File: src/rtl/timer_pkg.sv
`timescale 1ns/1ps
// Package: shared register-select encoding for the interval timer.
// Assumes a two-bit register address space with four registers.
package timer_pkg;
    localparam int ADDR_W = 2;

    typedef enum logic [ADDR_W-1:0] {
        SEL_CTRL   = 2'd0,
        SEL_SCALE  = 2'd1,
        SEL_COUNT  = 2'd2,
        SEL_PERIOD = 2'd3
    } reg_sel_e;
endpackage

File: src/rtl/timer_regs.sv
`timescale 1ns/1ps
// Module: timer_regs
// Holds the control, scale and period registers. Decodes writes into
// load strobes for the prescaler and the counter, and muxes read data.
// Assumes CNT_W > SCALE_W and that the live count is kept elsewhere.
module timer_regs
    import timer_pkg::*;
#(
    parameter int CNT_W   = 16,
    parameter int SCALE_W = 8
) (
    input  logic               clk,
    input  logic               rst_n,
    input  logic               wr_en,
    input  logic [ADDR_W-1:0]  addr,
    input  logic [CNT_W-1:0]   wr_data,
    input  logic [CNT_W-1:0]   count_val,
    output logic               enable,
    output logic [SCALE_W-1:0] scale,
    output logic [CNT_W-1:0]   period,
    output logic               scale_wr,
    output logic               count_wr,
    output logic [CNT_W-1:0]   rd_data
);
    localparam int PAD_SCALE = CNT_W - SCALE_W;
    localparam int PAD_CTRL  = CNT_W - 1;

    reg_sel_e sel;
    logic     ctrl_wr;
    logic     period_wr;

    // Cast the raw address into the register-select encoding.
    always_comb sel = reg_sel_e'(addr);

    // Decode the write strobe per register.
    always_comb begin
        ctrl_wr   = wr_en && (sel == SEL_CTRL);
        scale_wr  = wr_en && (sel == SEL_SCALE);
        count_wr  = wr_en && (sel == SEL_COUNT);
        period_wr = wr_en && (sel == SEL_PERIOD);
    end

    // Store the enable, scale and period registers.
    always_ff @(posedge clk) begin
        if (!rst_n) begin
            enable <= 1'b0;
            scale  <= '0;
            period <= '0;
        end else begin
            if (ctrl_wr)   enable <= wr_data[0];
            if (scale_wr)  scale  <= wr_data[SCALE_W-1:0];
            if (period_wr) period <= wr_data;
        end
    end

    // Select the register shown on the read port.
    always_comb begin
        unique case (sel)
            SEL_CTRL:   rd_data = {{PAD_CTRL{1'b0}}, enable};
            SEL_SCALE:  rd_data = {{PAD_SCALE{1'b0}}, scale};
            SEL_COUNT:  rd_data = count_val;
            SEL_PERIOD: rd_data = period;
            default:    rd_data = '0;
        endcase
    end
endmodule

File: src/rtl/timer_prescaler.sv
`timescale 1ns/1ps
// Module: timer_prescaler
// Down-counts from the scale value while enabled and issues a tick in
// each enabled cycle in which its phase is zero. The tick rate is one in
// scale+1. A load restarts the phase. Frozen while disabled.
module timer_prescaler #(
    parameter int SCALE_W = 8
) (
    input  logic               clk,
    input  logic               rst_n,
    input  logic               enable,
    input  logic [SCALE_W-1:0] scale,
    input  logic               load,
    input  logic [SCALE_W-1:0] load_val,
    output logic               tick
);
    logic [SCALE_W-1:0] phase;

    // Flag the terminal count of the prescaler.
    always_comb tick = enable && (phase == '0);

    // Advance or restart the prescaler phase.
    always_ff @(posedge clk) begin
        if (!rst_n) begin
            phase <= '0;
        end else if (load) begin
            phase <= load_val;
        end else if (enable) begin
            phase <= (phase == '0) ? scale : phase - 1'b1;
        end
    end
endmodule

File: src/rtl/timer_counter.sv
`timescale 1ns/1ps
// Module: timer_counter
// The main down-counter. It steps on each prescaler tick. A tick at zero
// reloads it from the period and registers a one-cycle interrupt pulse.
// A software load takes priority over stepping.
module timer_counter #(
    parameter int CNT_W = 16
) (
    input  logic             clk,
    input  logic             rst_n,
    input  logic             tick,
    input  logic [CNT_W-1:0] period,
    input  logic             load,
    input  logic [CNT_W-1:0] load_val,
    output logic [CNT_W-1:0] count,
    output logic             irq
);
    logic at_zero;

    // Detect the reload condition.
    always_comb at_zero = (count == '0);

    // Update the count from a load, a reload or a step.
    always_ff @(posedge clk) begin
        if (!rst_n) begin
            count <= '0;
        end else if (load) begin
            count <= load_val;
        end else if (tick) begin
            count <= at_zero ? period : count - 1'b1;
        end
    end

    // Register the interrupt pulse for the reload step.
    always_ff @(posedge clk) begin
        if (!rst_n) irq <= 1'b0;
        else        irq <= tick && at_zero;
    end
endmodule

File: src/rtl/interval_timer.sv
`timescale 1ns/1ps
// Module: interval_timer (top)
// Prescaled periodic interval timer with a register port.
// Assumes the synchronous active-low reset is held for at least one edge.
module interval_timer
    import timer_pkg::*;
#(
    parameter int CNT_W   = 16,
    parameter int SCALE_W = 8
) (
    input  logic              clk,
    input  logic              rst_n,
    input  logic              wr_en,
    input  logic [ADDR_W-1:0] addr,
    input  logic [CNT_W-1:0]  wr_data,
    output logic [CNT_W-1:0]  rd_data,
    output logic              irq
);
    logic               enable;
    logic [SCALE_W-1:0] scale;
    logic [CNT_W-1:0]   period;
    logic [CNT_W-1:0]   count;
    logic               scale_wr;
    logic               count_wr;
    logic               tick;

    timer_regs #(.CNT_W(CNT_W), .SCALE_W(SCALE_W)) u_regs (
        .clk(clk), .rst_n(rst_n), .wr_en(wr_en), .addr(addr),
        .wr_data(wr_data), .count_val(count), .enable(enable),
        .scale(scale), .period(period), .scale_wr(scale_wr),
        .count_wr(count_wr), .rd_data(rd_data)
    );

    timer_prescaler #(.SCALE_W(SCALE_W)) u_pre (
        .clk(clk), .rst_n(rst_n), .enable(enable), .scale(scale),
        .load(scale_wr), .load_val(wr_data[SCALE_W-1:0]), .tick(tick)
    );

    timer_counter #(.CNT_W(CNT_W)) u_cnt (
        .clk(clk), .rst_n(rst_n), .tick(tick), .period(period),
        .load(count_wr), .load_val(wr_data), .count(count), .irq(irq)
    );
endmodule

File: config.mk
export PLATFORM = sky130hd
export DESIGN_NAME = interval_timer
export DESIGN_NICKNAME = d
export VERILOG_FILES = /design/src/rtl/timer_pkg.sv /design/src/rtl/timer_regs.sv /design/src/rtl/timer_prescaler.sv /design/src/rtl/timer_counter.sv /design/src/rtl/interval_timer.sv
export SDC_FILE = /design/constraint.sdc
export NUM_CORES = 1
export LEC_CHECK = 0
export ABC_AREA = 1
export BUFFER_PORTS_ARGS = -buffer_cell sky130_fd_sc_hd__buf_2
export CAP_MARGIN = 15
export CORE_ASPECT_RATIO = 0.7
export CORE_MARGIN = 8
export CORE_UTILIZATION = 50
export CTS_BUF_LIST = sky130_fd_sc_hd__clkbuf_8
export DETAILED_ROUTE_END_ITERATION = 8
export HOLD_SLACK_MARGIN = 0.03
export PLACE_DENSITY_LB_ADDON = 0.2
export SETUP_SLACK_MARGIN = 0.4
export SLEW_MARGIN = 20
export SYNTH_ARGS = -nofsm -noshare
export SYNTH_HDL_FRONTEND = slang
export SYNTH_SLANG_ARGS = --single-unit
File: constraint.sdc
create_clock -name clk -period 1.6 [get_ports clk]
set_input_delay 0.32 -clock clk [delete_from_list [all_inputs] [get_ports clk]]
set_output_delay 0.32 -clock clk [all_outputs]
set_load 0.01 [all_outputs]
# Word level (Yosys, flattened, before mapping)
# Cells that the tools add are included.
# word_totals
register_bits	50
latch_bits	0
ramBits	0
romBits	0
in_bits	21
output_inout_bits	17
wordCells	29
memories	0
# op_classes
add_sub_neg	2
mul	0
n_div	0
n_lt_le_gt_ge	0
n_eq_ne	3
n_shift	0
muxes	7
bitwise	0
reduce_logical	11
# op_table
op	count
case mux 16 bit (4 select lines)	1
two-way mux 16 bit	3
two-way mux 8 bit	3
logical NOT 16 bit	1
subtractor 16 x 1 -> 16 bit (second input constant)	1
logical NOT 8 bit	1
subtractor 8 x 1 -> 8 bit (second input constant)	1
logical AND 1 bit	6
equality test 2 bit (second input constant)	2
nonzero test 2 bit	2
equality test 2 x 1 -> 1 bit (second input constant)	1
logical NOT 2 bit	1

# Logic depth before layout (Yosys ltp)
# Gate-level depths: netlist of the first run.
# depth
ltp_word	4
mapped_depth	12
ltp_nobuf	11

# Cells and area by module
# From an unflattened synthesis of the first run, not the netlist that was laid out.
# unflattened
cells_unflattened	546
area_unflattened_um2	3520.9
# modules_own_cells
mod	n_inst	cells_each	area_each_um2	seq_area_each_um2
timer_counter	1	227	1502.7	340.3
timer_regs	1	220	1357.6	500.5
timer_prescaler	1	99	660.6	160.2

# Worst setup path after synthesis of the first run
# No wires, ideal clock.
# synth_timing
path_kind	register to register
from	register u_cnt.count[0]
to	register u_cnt.count[2]
setup_ns	0.117
arrival_time_ns	1.376
required_time_ns	1.483
slack_ns	0.107
stages_incl_launch_ff	13
n_path_buf	1
period_less_slack_ns	1.493
cell_sequence	dfxtp_1 -> inv_1 -> ha_1 -> inv_1 -> nor2_1 -> nand2_1 -> nor2_4 -> nand2_4 -> buf_6 -> nand2_1 -> nand2_1 -> a21oi_2 -> nor2_1
# synth_via
elab_chain_cells	4
word_cells_on_any_way	5
cone_classes	add/sub: 1; mux: 3; reduce/logical: 1
# synth_rtl
element	line	source
start: declaration	timer_counter.sv:15	output logic [CNT_W-1:0] count,
start signal: assignment	timer_counter.sv:28	count <= load_val;
start signal: assignment	timer_counter.sv:30	count <= at_zero ? period : count - 1'b1;
subtractor 16 x 1 -> 16 bit / logical NOT 16 bit (equally long branches)	timer_counter.sv:30, timer_counter.sv:21	
two-way mux 16 bit (*)	timer_counter.sv:30	
two-way mux 16 bit (*)	timer_counter.sv:29	end else if (tick) begin
two-way mux 16 bit (*)	timer_counter.sv:27	end else if (load) begin
# Mark *: on every way between the ends. The rest lies on a longest branch, timed or not. The select of a mux whose other input is x is not followed.
# A chain may end at the register's enable or synchronous reset.

# Worst setup path after layout of the first run
# layout_timing
from	register u_pre.phase[1]
to	register u_cnt.count[15]
# layout_via
elab_chain_cells	3
# layout_rtl
element	line	source
start: declaration	timer_prescaler.sv:17	logic [SCALE_W-1:0] phase;
start signal: assignment	timer_prescaler.sv:27	phase <= load_val;
start signal: assignment	timer_prescaler.sv:29	phase <= (phase == '0) ? scale : phase - 1'b1;
logical NOT 8 bit	timer_prescaler.sv:20	always_comb tick = enable && (phase == '0);
logical AND 1 bit	timer_prescaler.sv:20	
nonzero test 2 bit (no source line)	n/a	
# Every way passes these cells.

==> results of run 1 <==
## power by group
part	internal, mW	switching, mW	leakage [nW]
Sequential	1.33	0.0924	0.423
Clock	0.290	0.436	0.0466
Combinational	0.814	1.16	1.53
Total	2.44	1.68	2.00
## metal layers
layer | vias up | routed length, µm | track usage
li1 | 1776 | - | -
met1 | 1694 | 4970 | 0.326
met2 | 206 | 4600 | 0.336
met3 | 17 | 1070 | 0.0376
met4 | 0 | 169 | 0.0556
met5 | - | 0 | 0
## how the worst min path moves through the flow
stage | startpoint | to | cells after the start
after CTS | wr_data[10] | u_regs.period[10] | 3
after floorplan | u_regs.period[3] | u_regs.period[3] | 2
after global routing | wr_data[3] | u_regs.scale[3] | 3
after global placement | u_regs.period[10] | u_regs.period[10] | 2
final | wr_data[14] | u_regs.period[14] | 3
after detailed placement | u_regs.period[9] | u_regs.period[9] | 2
## logic make-up (layout without fill, tap and decap cells)
family          after synthesis  in the layout  share of synthesized area
simple gates                237            237                      0.348
compound gates              115            115                      0.207
flops                        50             50                      0.313
xor+xnor                      2              2                    0.00547
buf+inv                      87            167                      0.112
fa+ha+maj                     4              4                     0.0156
## repair_timing
item	in CTS	in global routing
pin swaps	24	22
setup buffers	18	7
endpoints found under the setup margin	41	41
endpoints found under the hold margin	0	0
gates cloned	2	0
gates resized for setup	98	58
## Yosys cell counts
cell type	count	area, µm²
xor2_1	2	17.5
buf_4	1	7.51
o21ai_0	37	185
nand2_4	4	45.0
dfxtp_1	50	1000
o21ai_1	6	30.0
nor3_1	4	20.0
o221ai_1	6	52.6
buf_2	2	10.0
o211ai_2	2	25.0
nand3b_2	1	11.3
nor2_1	54	203
nand2_2	5	31.3
ha_1	4	50.1
nand3_2	9	90.1
o21ai_2	1	8.76
buf_6	3	33.8
nand4_1	2	12.5
inv_1	60	225
nor2_8	1	20.0
a21oi_1	46	230
nand3_1	32	160
inv_2	10	37.5
clkinv_2	2	10.0
clkbuf_1	9	33.8
o22ai_1	5	31.3
o2111ai_1	1	8.76
nor2_2	2	12.5
o211ai_1	5	37.5
nand2_1	117	439
nor2_4	6	67.6
a21oi_2	6	52.6
## worst max-delay path: stages (launching register included)
cell and delay [ps]:
dfxtp_1 320, inv_2 90, ha_4 140, nand2_2 70
nor2_4 190, nand3_2 130, buf_6 170, nor2_1 140
nand2_1 70, a21oi_1 120
## sequential cells by signal, summed over array words and instances, names as in the netlist
name	count
u_cnt.count	16
u_cnt.irq	1
u_pre.phase	8
u_regs.enable	1
u_regs.period	16
u_regs.scale	8
## metrics by stage
stage	instance area (µm²)	hold WS (ps)
final	4430	298
after global routing	4430	309
after CTS	4190	296
after detailed placement	3680	466
after global placement	3680	455
after floorplan	3270	444
## cell type report
type / instances / area, µm² / area share
Clock buffer: 5 / 68.8 / 0.0155
Clock inverter: 2 / 7.51 / 0.00169
Inverter: 72 / 320 / 0.0723
Multi-Input combinational cell: 358 / 2120 / 0.479
Sequential cell: 50 / 1060 / 0.239
Tap cell: 78 / 97.6 / 0.0220
Timing Repair Buffer: 88 / 757 / 0.171
==> run summary, run 1 <==
status: complete, no violations
Post-Syn Area per Cell: 6.47 µm²
Worst Tran Pin Value: 300 ps
crit path DAT: 1740 ps
Post-CTS Hold Buffers: 0
pwr/cell area: 930 nW/µm²
die height: 82.9 µm
Clock transition at path regs: 90 ps
hold crit path type: in2reg
via density per instance: 5.66
critical path startpoint: u_pre.phase[1]
total grt overflow: 0
Num Clock Sinks: 50
HPWL after detailed placement: 7360 µm
Fmax: 0.667 GHz
Rows: 24
Crit. End Element: flop
reg2reg start: u_pre.phase[1]
Synth Warn #: 0
initial antenna violation count: 0
Final Max Tran Viols: 0
first-pass GRT wire length: 17100 µm
cell leakage power: 2.00 nW
final setup skew: 6.08 ps
dpl ws: 82.6 ps
Seq/Total Area, Yosys: 0.313
Synth cell types: 32
number of fill cells: 495
largest net degree at the start of global routing: 32
number of cells on the worst reg-to-reg path: 9
drc violations: 0
Root Driver: clkbuf_8
Placer Congestion: 0.920
Total Neg Setup Slack: 0 ps
Clock Latency Late Sink: 310 ps
DR iter-0 viols: 356
CTS tree: built
CP endpoint: u_cnt.count[15]
max-cap violations: 0
#FFs+latches synth: 50
antenna-violating nets left: 0
R2R setup slack: 100 ps
drt pass-1 iters: 5
Non-Filler Instances: 653
final setup violating endpoints: 0
Initial Util: 0.515
Final Core Density: 0.713
Syn Nets: 520
setup ws final: 100 ps
Max FO, Critical Path: 7
crit share post-route: 0.937
max_slew headroom: 0.800
post-placement cell count: 619
worst path required time: 1840 ps
synthesis-to-layout area growth: 38.5%
Die Width: 112 µm
clk buf depth: 2
WL per Instance: 16.5 µm
most frequent cells in the layout: nand2_1 (102), a21oi_1 (45), inv_1 (40)
share of post-route cells with drive strength above 1: 0.421
Vias: 3693
Ports: 38
antenna diode count: 0
Routed WL: 10800 µm
TritonCTS Buffers: 5
RR Endpoint: u_cnt.count[15]
Setup CP Type: reg2reg
total track usage: 0.225
H-tree Lvls: 2
Core Box Area: 6220 µm²
die area: 9260 µm²
nets@finish: 600
commonest non-fill, non-tap cell in the layout: nand2_1
RSZ-0062 raised after global routing: true
Fin. Hold Viols: 0
Worst VDD drop: 0.000538 V
cell count after synthesis: 495
# port buffers: 37
Mapped Area: 3200 µm²
Worst setup SP type: flop
Final min period: 1500 ps
number of global-route vias before repair: 3438
Tot Pwr: 4.12 mW
(Power assumes the default switching activity.)
==> run 2, diff against run 1 <==
--- a/config.mk
+++ b/config.mk
@@ -8,9 +8,11 @@
 export ABC_AREA = 1
 export BUFFER_PORTS_ARGS = -buffer_cell sky130_fd_sc_hd__buf_2
 export CAP_MARGIN = 15
+export CELL_PAD_IN_SITES_DETAIL_PLACEMENT = 0
+export CELL_PAD_IN_SITES_GLOBAL_PLACEMENT = 1
 export CORE_ASPECT_RATIO = 0.7
 export CORE_MARGIN = 8
-export CORE_UTILIZATION = 50
+export CORE_UTILIZATION = 46
 export CTS_BUF_LIST = sky130_fd_sc_hd__clkbuf_8
 export DETAILED_ROUTE_END_ITERATION = 8
 export HOLD_SLACK_MARGIN = 0.03
==> constraint.sdc (replaced) <==
create_clock -name clk -period 1.95 [get_ports clk]
set_input_delay 0.39 -clock clk [delete_from_list [all_inputs] [get_ports clk]]
set_output_delay 0.39 -clock clk [all_outputs]
set_load 0.01 [all_outputs]
==> run 2 against run 1 <==
Against the previous run:
- combinational power down 24%
- highest routed layer unchanged
- clock-buffer cell count unchanged
- via count down 3.7%
- cell count down 1.1%
- die area up 7.2%
- utilization down 11 points
- fmax down 7.0%
- critical endpoint is now u_cnt.count[6]
- global-route usage down 0.30 points
- hold slack better by 70 ps
==> run summary, run 2 (synthesis results as in run 1) <==
status: complete, no violations
critical path startpoint: u_cnt.count[0]
Routed WL: 11200 µm (+3.9%)
final setup skew: 16.3 ps (+10.2 ps)
max-cap violations: 0 (unchanged)
WL per Instance: 17.4 µm (+5.1%)
hold crit path type: in2reg
most frequent cells in the layout: nand2_1 (109), inv_1 (53), a21oi_1 (44)
die height: 85.8 µm (+3.4%)
post-placement cell count: 621 (+0.32%)
final setup violating endpoints: 0 (unchanged)
max_slew headroom: 0.611 (-0.189)
via density per instance: 5.51 (-2.6%)
antenna diode count: 0 (unchanged)
largest net degree at the start of global routing: 33 (+3.1%)
HPWL after detailed placement: 7580 µm (+3.0%)
Clock transition at path regs: 110 ps (+20 ps)
crit share post-route: 0.827 (-0.110)
number of cells on the worst reg-to-reg path: 12 (+3)
Core Box Area: 6760 µm² (+8.7%)
number of global-route vias before repair: 3288 (-4.4%)
Total Neg Setup Slack: 0 ps (unchanged)
Worst VDD drop: 0.000397 V (-26%)
pwr/cell area: 871 nW/µm² (-6.3%)
Final Core Density: 0.607 (-0.106)
TritonCTS Buffers: 5 (unchanged)
Worst Tran Pin Value: 583 ps (+283 ps)
Post-CTS Hold Buffers: 0 (unchanged)
clk buf depth: 2 (unchanged)
Final min period: 1610 ps (+113 ps)
Ports: 38 (unchanged)
Placer Congestion: 0.915 (-0.58%)
Clock Latency Late Sink: 310 ps (about the same)
setup ws final: 337 ps (+237 ps)
first-pass GRT wire length: 17400 µm (+1.7%)
Fmax: 0.620 GHz (-7.0%)
Num Clock Sinks: 50 (unchanged)
total track usage: 0.222 (-0.00300)
Fin. Hold Viols: 0 (unchanged)
Initial Util: 0.474 (-0.0412)
Max FO, Critical Path: 5 (-2)
Rows: 25 (+4.2%)
share of post-route cells with drive strength above 1: 0.315 (-0.106)
worst path required time: 2140 ps (+300 ps)
dpl ws: 176 ps (+93.0 ps)
RSZ-0062 raised after global routing: true
top flop regs: u_cnt.count x16, u_regs.period x16
synthesis-to-layout area growth: 28.2%
CP endpoint: u_cnt.count[6]
die area: 9930 µm² (+7.2%)
total grt overflow: 0 (unchanged)
Crit. End Element: flop
Root Driver: clkbuf_8
R2R setup slack: 340 ps (+240 ps)
Die Width: 116 µm (+3.6%)
drc violations: 0 (unchanged)
Final Max Tran Viols: 0 (unchanged)
CTS tree: built
Setup CP Type: reg2reg
RR Endpoint: u_cnt.count[6]
commonest non-fill, non-tap cell in the layout: nand2_1
H-tree Lvls: 2 (unchanged)
DR iter-0 viols: 342 (-3.9%)
nets@finish: 576 (-4.0%)
crit path DAT: 1810 ps (+70 ps)
antenna-violating nets left: 0 (unchanged)
Non-Filler Instances: 646 (-1.1%)
# port buffers: 37 (unchanged)
Vias: 3557 (-3.7%)
drt pass-1 iters: 5 (unchanged)
initial antenna violation count: 0 (unchanged)
Worst setup SP type: flop
reg2reg start: u_cnt.count[0]
cell leakage power: 1.81 nW (-9.1%)
==> run 2: layout make-up <==
cell class / count / area [µm²]
clock buffer: 5 / 68.8
clock inverter: 3 / 68.8
fill: 659 / 2650
inverter: 72 / 295
multi-input combinational: 362 / 2070
sequential: 50 / 1030
tap: 94 / 118
timing repair buffer: 60 / 455
==> run 2: report_power, final <==
group	internal, mW	leakage [nW]	switching [mW]	total (mW)
registers	1.09	0.416	0.0771	1.17
logic	0.557	1.33	0.941	1.50
clock network	0.515	0.0683	0.393	0.908
total	2.16	1.81	1.41	3.57
==> run 2: per-stage QoR <==
stage	area (µm²)	power [mW]	hold slack [ps]
CTS	3880	3.43	368
detailed placement	3490	2.30	463
global placement	3490	2.30	459
floorplan	3200	2.03	439
finish	4100	3.57	367
global route	4100	3.74	392
==> run 2: repair_timing <==
action                     4_1_cts  5_1_grt
setup endpoints to repair       30       38
resized for setup               45       55
pin swaps                       12       18
setup buffers                    8        4
cloned                           4        1
==> run 2: critical path: stages, from the launching register on <==
cell     delay, ps
dfxtp_2        340
inv_2           90
ha_4           140
inv_2           30
nor2_1         100
nand2_1        110
nor2_4         140
buf_12         150
nand2_8         90
inv_4          100
nand2_1         70
nand3_2         90
a21oi_2         50
==> run 2: worst min path at each step <==
stage	from	to	slack [ps]	cells past startpoint
floorplan	u_regs.period[11]	u_regs.period[11]	440	2
global placement	u_regs.period[13]	u_regs.period[13]	460	2
detailed placement	u_regs.period[13]	u_regs.period[13]	460	2
CTS	wr_data[5]	u_regs.scale[5]	370	3
global route	wr_data[4]	u_cnt.count[4]	390	3
finish	wr_data[12]	u_regs.period[12]	370	3
==> run 2: layer usage <==
layer  global-route usage  up-vias  routed length (µm)  share of wire
met5                    0        -                   0              0
met4               0.0317        0                  74         0.0066
met3               0.0470        9                1250           0.11
met2                0.303      187                4440           0.40
met1                0.346     1637                5460           0.49
li1                     -     1724                   -              -
==> run 3, diff against run 2 <==
--- a/config.mk
+++ b/config.mk
@@ -12,7 +12,7 @@
 export CELL_PAD_IN_SITES_GLOBAL_PLACEMENT = 1
 export CORE_ASPECT_RATIO = 0.7
 export CORE_MARGIN = 8
-export CORE_UTILIZATION = 46
+export CORE_UTILIZATION = 43
 export CTS_BUF_LIST = sky130_fd_sc_hd__clkbuf_8
 export DETAILED_ROUTE_END_ITERATION = 8
 export HOLD_SLACK_MARGIN = 0.03
==> constraint.sdc (replaced) <==
create_clock -name clk -period 1.6 [get_ports clk]
set_input_delay 0.32 -clock clk [delete_from_list [all_inputs] [get_ports clk]]
set_output_delay 0.32 -clock clk [all_outputs]
set_load 0.01 [all_outputs]
==> run 3 against run 2 <==
Against the previous run:
- non-clock buffer count increased by 42
- setup slack worse by 250 ps
- wire length increased by 3.4%
- die area increased by 5.8%
- critical path depth down 8
- sequential power is 21% higher
- combinational power rose by 35%
==> run summary, run 3 (synthesis results as in run 1) <==
status: complete, no violations
Ports: 38 (unchanged)
Fin. Hold Viols: 0 (unchanged)
RSZ-0062 raised after global routing: true
first-pass GRT wire length: 17900 µm (+3.0%)
synthesis-to-layout area growth: 41.8%
Core Box Area: 7250 µm² (+7.4%)
Fmax: 0.663 GHz
antenna diode count: 0 (unchanged)
Vias: 3740 (+5.1%)
Final Max Tran Viols: 0 (unchanged)
cell leakage power: 2.04 nW (+12%)
max-cap violations: 0 (unchanged)
total grt overflow: 0 (unchanged)
Num Clock Sinks: 50 (unchanged)
WL per Instance: 16.9 µm (-2.9%)
via density per instance: 5.44 (-1.3%)
Placer Congestion: 0.956 (+4.5%)
die height: 88.2 µm (+2.8%)
Total Neg Setup Slack: 0 ps (unchanged)
commonest non-fill, non-tap cell in the layout: nand2_1
# port buffers: 37 (unchanged)
most frequent cells in the layout: nand2_1 (105), buf_4 (48), a21oi_1 (42)
Post-CTS Hold Buffers: 0 (unchanged)
drc violations: 0 (unchanged)
Clock transition at path regs: 100 ps (about the same)
CTS tree: built
GR Util met3: 0.0444 (-0.00255)
number of global-route vias before repair: 3480 (+5.8%)
Worst Tran Pin Value: 316 ps (-266 ps)
dpl ws: 25.7 ps (-150 ps)
pwr/cell area: 964 nW/µm² (+11%)
most used routing layer in global routing: met1
die area: 10500 µm² (+5.8%)
max_slew headroom: 0.788 (+0.177)
antenna-violating nets left: 0 (unchanged)
Worst VDD drop: 0.000427 V (+7.5%)
met2 GRT Util: 0.311 (+0.00798)
initial antenna violation count: 0 (unchanged)
Final min period: 1510 ps
H-tree Lvls: 2 (unchanged)
TritonCTS Buffers: 5 (unchanged)
final setup violating endpoints: 0 (unchanged)
Clock Latency Late Sink: 310 ps (about the same)
Initial Util: 0.441 (-0.0325)
hold crit path type: in2reg
Worst setup SP type: flop
HPWL after detailed placement: 8080 µm (+6.5%)
Tot Pwr: 4.37 mW (+22%)
crit share post-route: 0.943
final setup skew: 14.4 ps (-1.97 ps)
total track usage: 0.216 (-0.00590)
largest net degree at the start of global routing: 23 (-30%)
top flop regs: u_cnt.count x16, u_regs.period x16
Crit. End Element: output port
Setup CP Type: reg2out
Max FO, Critical Path: 3 (-2)
Die Width: 119 µm (+3.0%)
worst path required time: 1280 ps (-860 ps)
clk buf depth: 2 (unchanged)
number of fill cells: 690 (+4.7%)
R2R setup slack: 100 ps (-240 ps)
nets@finish: 614 (+6.6%)
setup ws final: 90.7 ps (-247 ps)
Hold Slack: 294 ps (-73.7 ps)
Rows: 26 (+4.0%)
drt pass-1 iters: 5 (unchanged)
share of post-route cells with drive strength above 1: 0.431 (+0.115)
DR iter-0 viols: 378 (+11%)
crit path DAT: 1190 ps (-620 ps)
grt met1 use: 0.318 (-0.0274)
Root Driver: clkbuf_8
Routed WL: 11600 µm (+3.4%)
## run 3: what timing repair did
| item | in CTS | in global routing |
|---|---|---|
| endpoints found under the setup margin | 41 | 41 |
| setup buffers | 28 | 6 |
| pin swaps | 21 | 15 |
| resized for setup | 89 | 51 |
| gates cloned | 1 | 1 |
## run 3: path summary, 6_finish.rpt
| path | end | start | cells after the start |
|---|---|---|---|
| max | rd_data[1] | u_cnt.count[1] | 4 |
| min | u_regs.period[15] | wr_data[15] | 3 |
| max reg2reg | u_cnt.count[9] | u_cnt.count[0] | 12 |
| min reg2reg | u_regs.period[5] | u_regs.period[5] | 2 |
## run 3: worst max-delay path: stages (launching register included)
cell and delay (ps):
dfxtp_4 380, inv_4 50, buf_4 130, o221ai_2 160, buf_2 170
## run 3: final cells by class
type | instances | area (µm²) | share of cell area
multi-input combinational | 358 | 2110 | 0.464
clock inverter | 3 | 41.3 | 0.00910
sequential | 50 | 1060 | 0.234
inverter | 72 | 309 | 0.0681
tap | 98 | 123 | 0.0270
clock buffer | 5 | 68.8 | 0.0152
timing repair buffer | 102 | 830 | 0.183
## run 3: power breakdown
| part | switching (mW) | internal (mW) |
|---|---|---|
| Combinational | 1.20 | 0.829 |
| Sequential | 0.0918 | 1.33 |
| Clock | 0.463 | 0.461 |
| Total | 1.75 | 2.62 |
## run 3: per-layer routing
layer | routed length, µm | vias up
li1 | - | 1802
met1 | 5580 | 1739
met2 | 4690 | 185
met3 | 1230 | 14
met4 | 114 | 0
met5 | 0 | -
## run 3: through the flow
stage | instances | utilization | area [µm²]
after CTS | 681 | 0.593 | 4310
after global routing | 688 | 0.626 | 4540
final | 688 | 0.626 | 4540
after detailed placement | 644 | 0.517 | 3750
after floorplan | 495 | - | 3270
after global placement | 644 | 0.517 | 3750
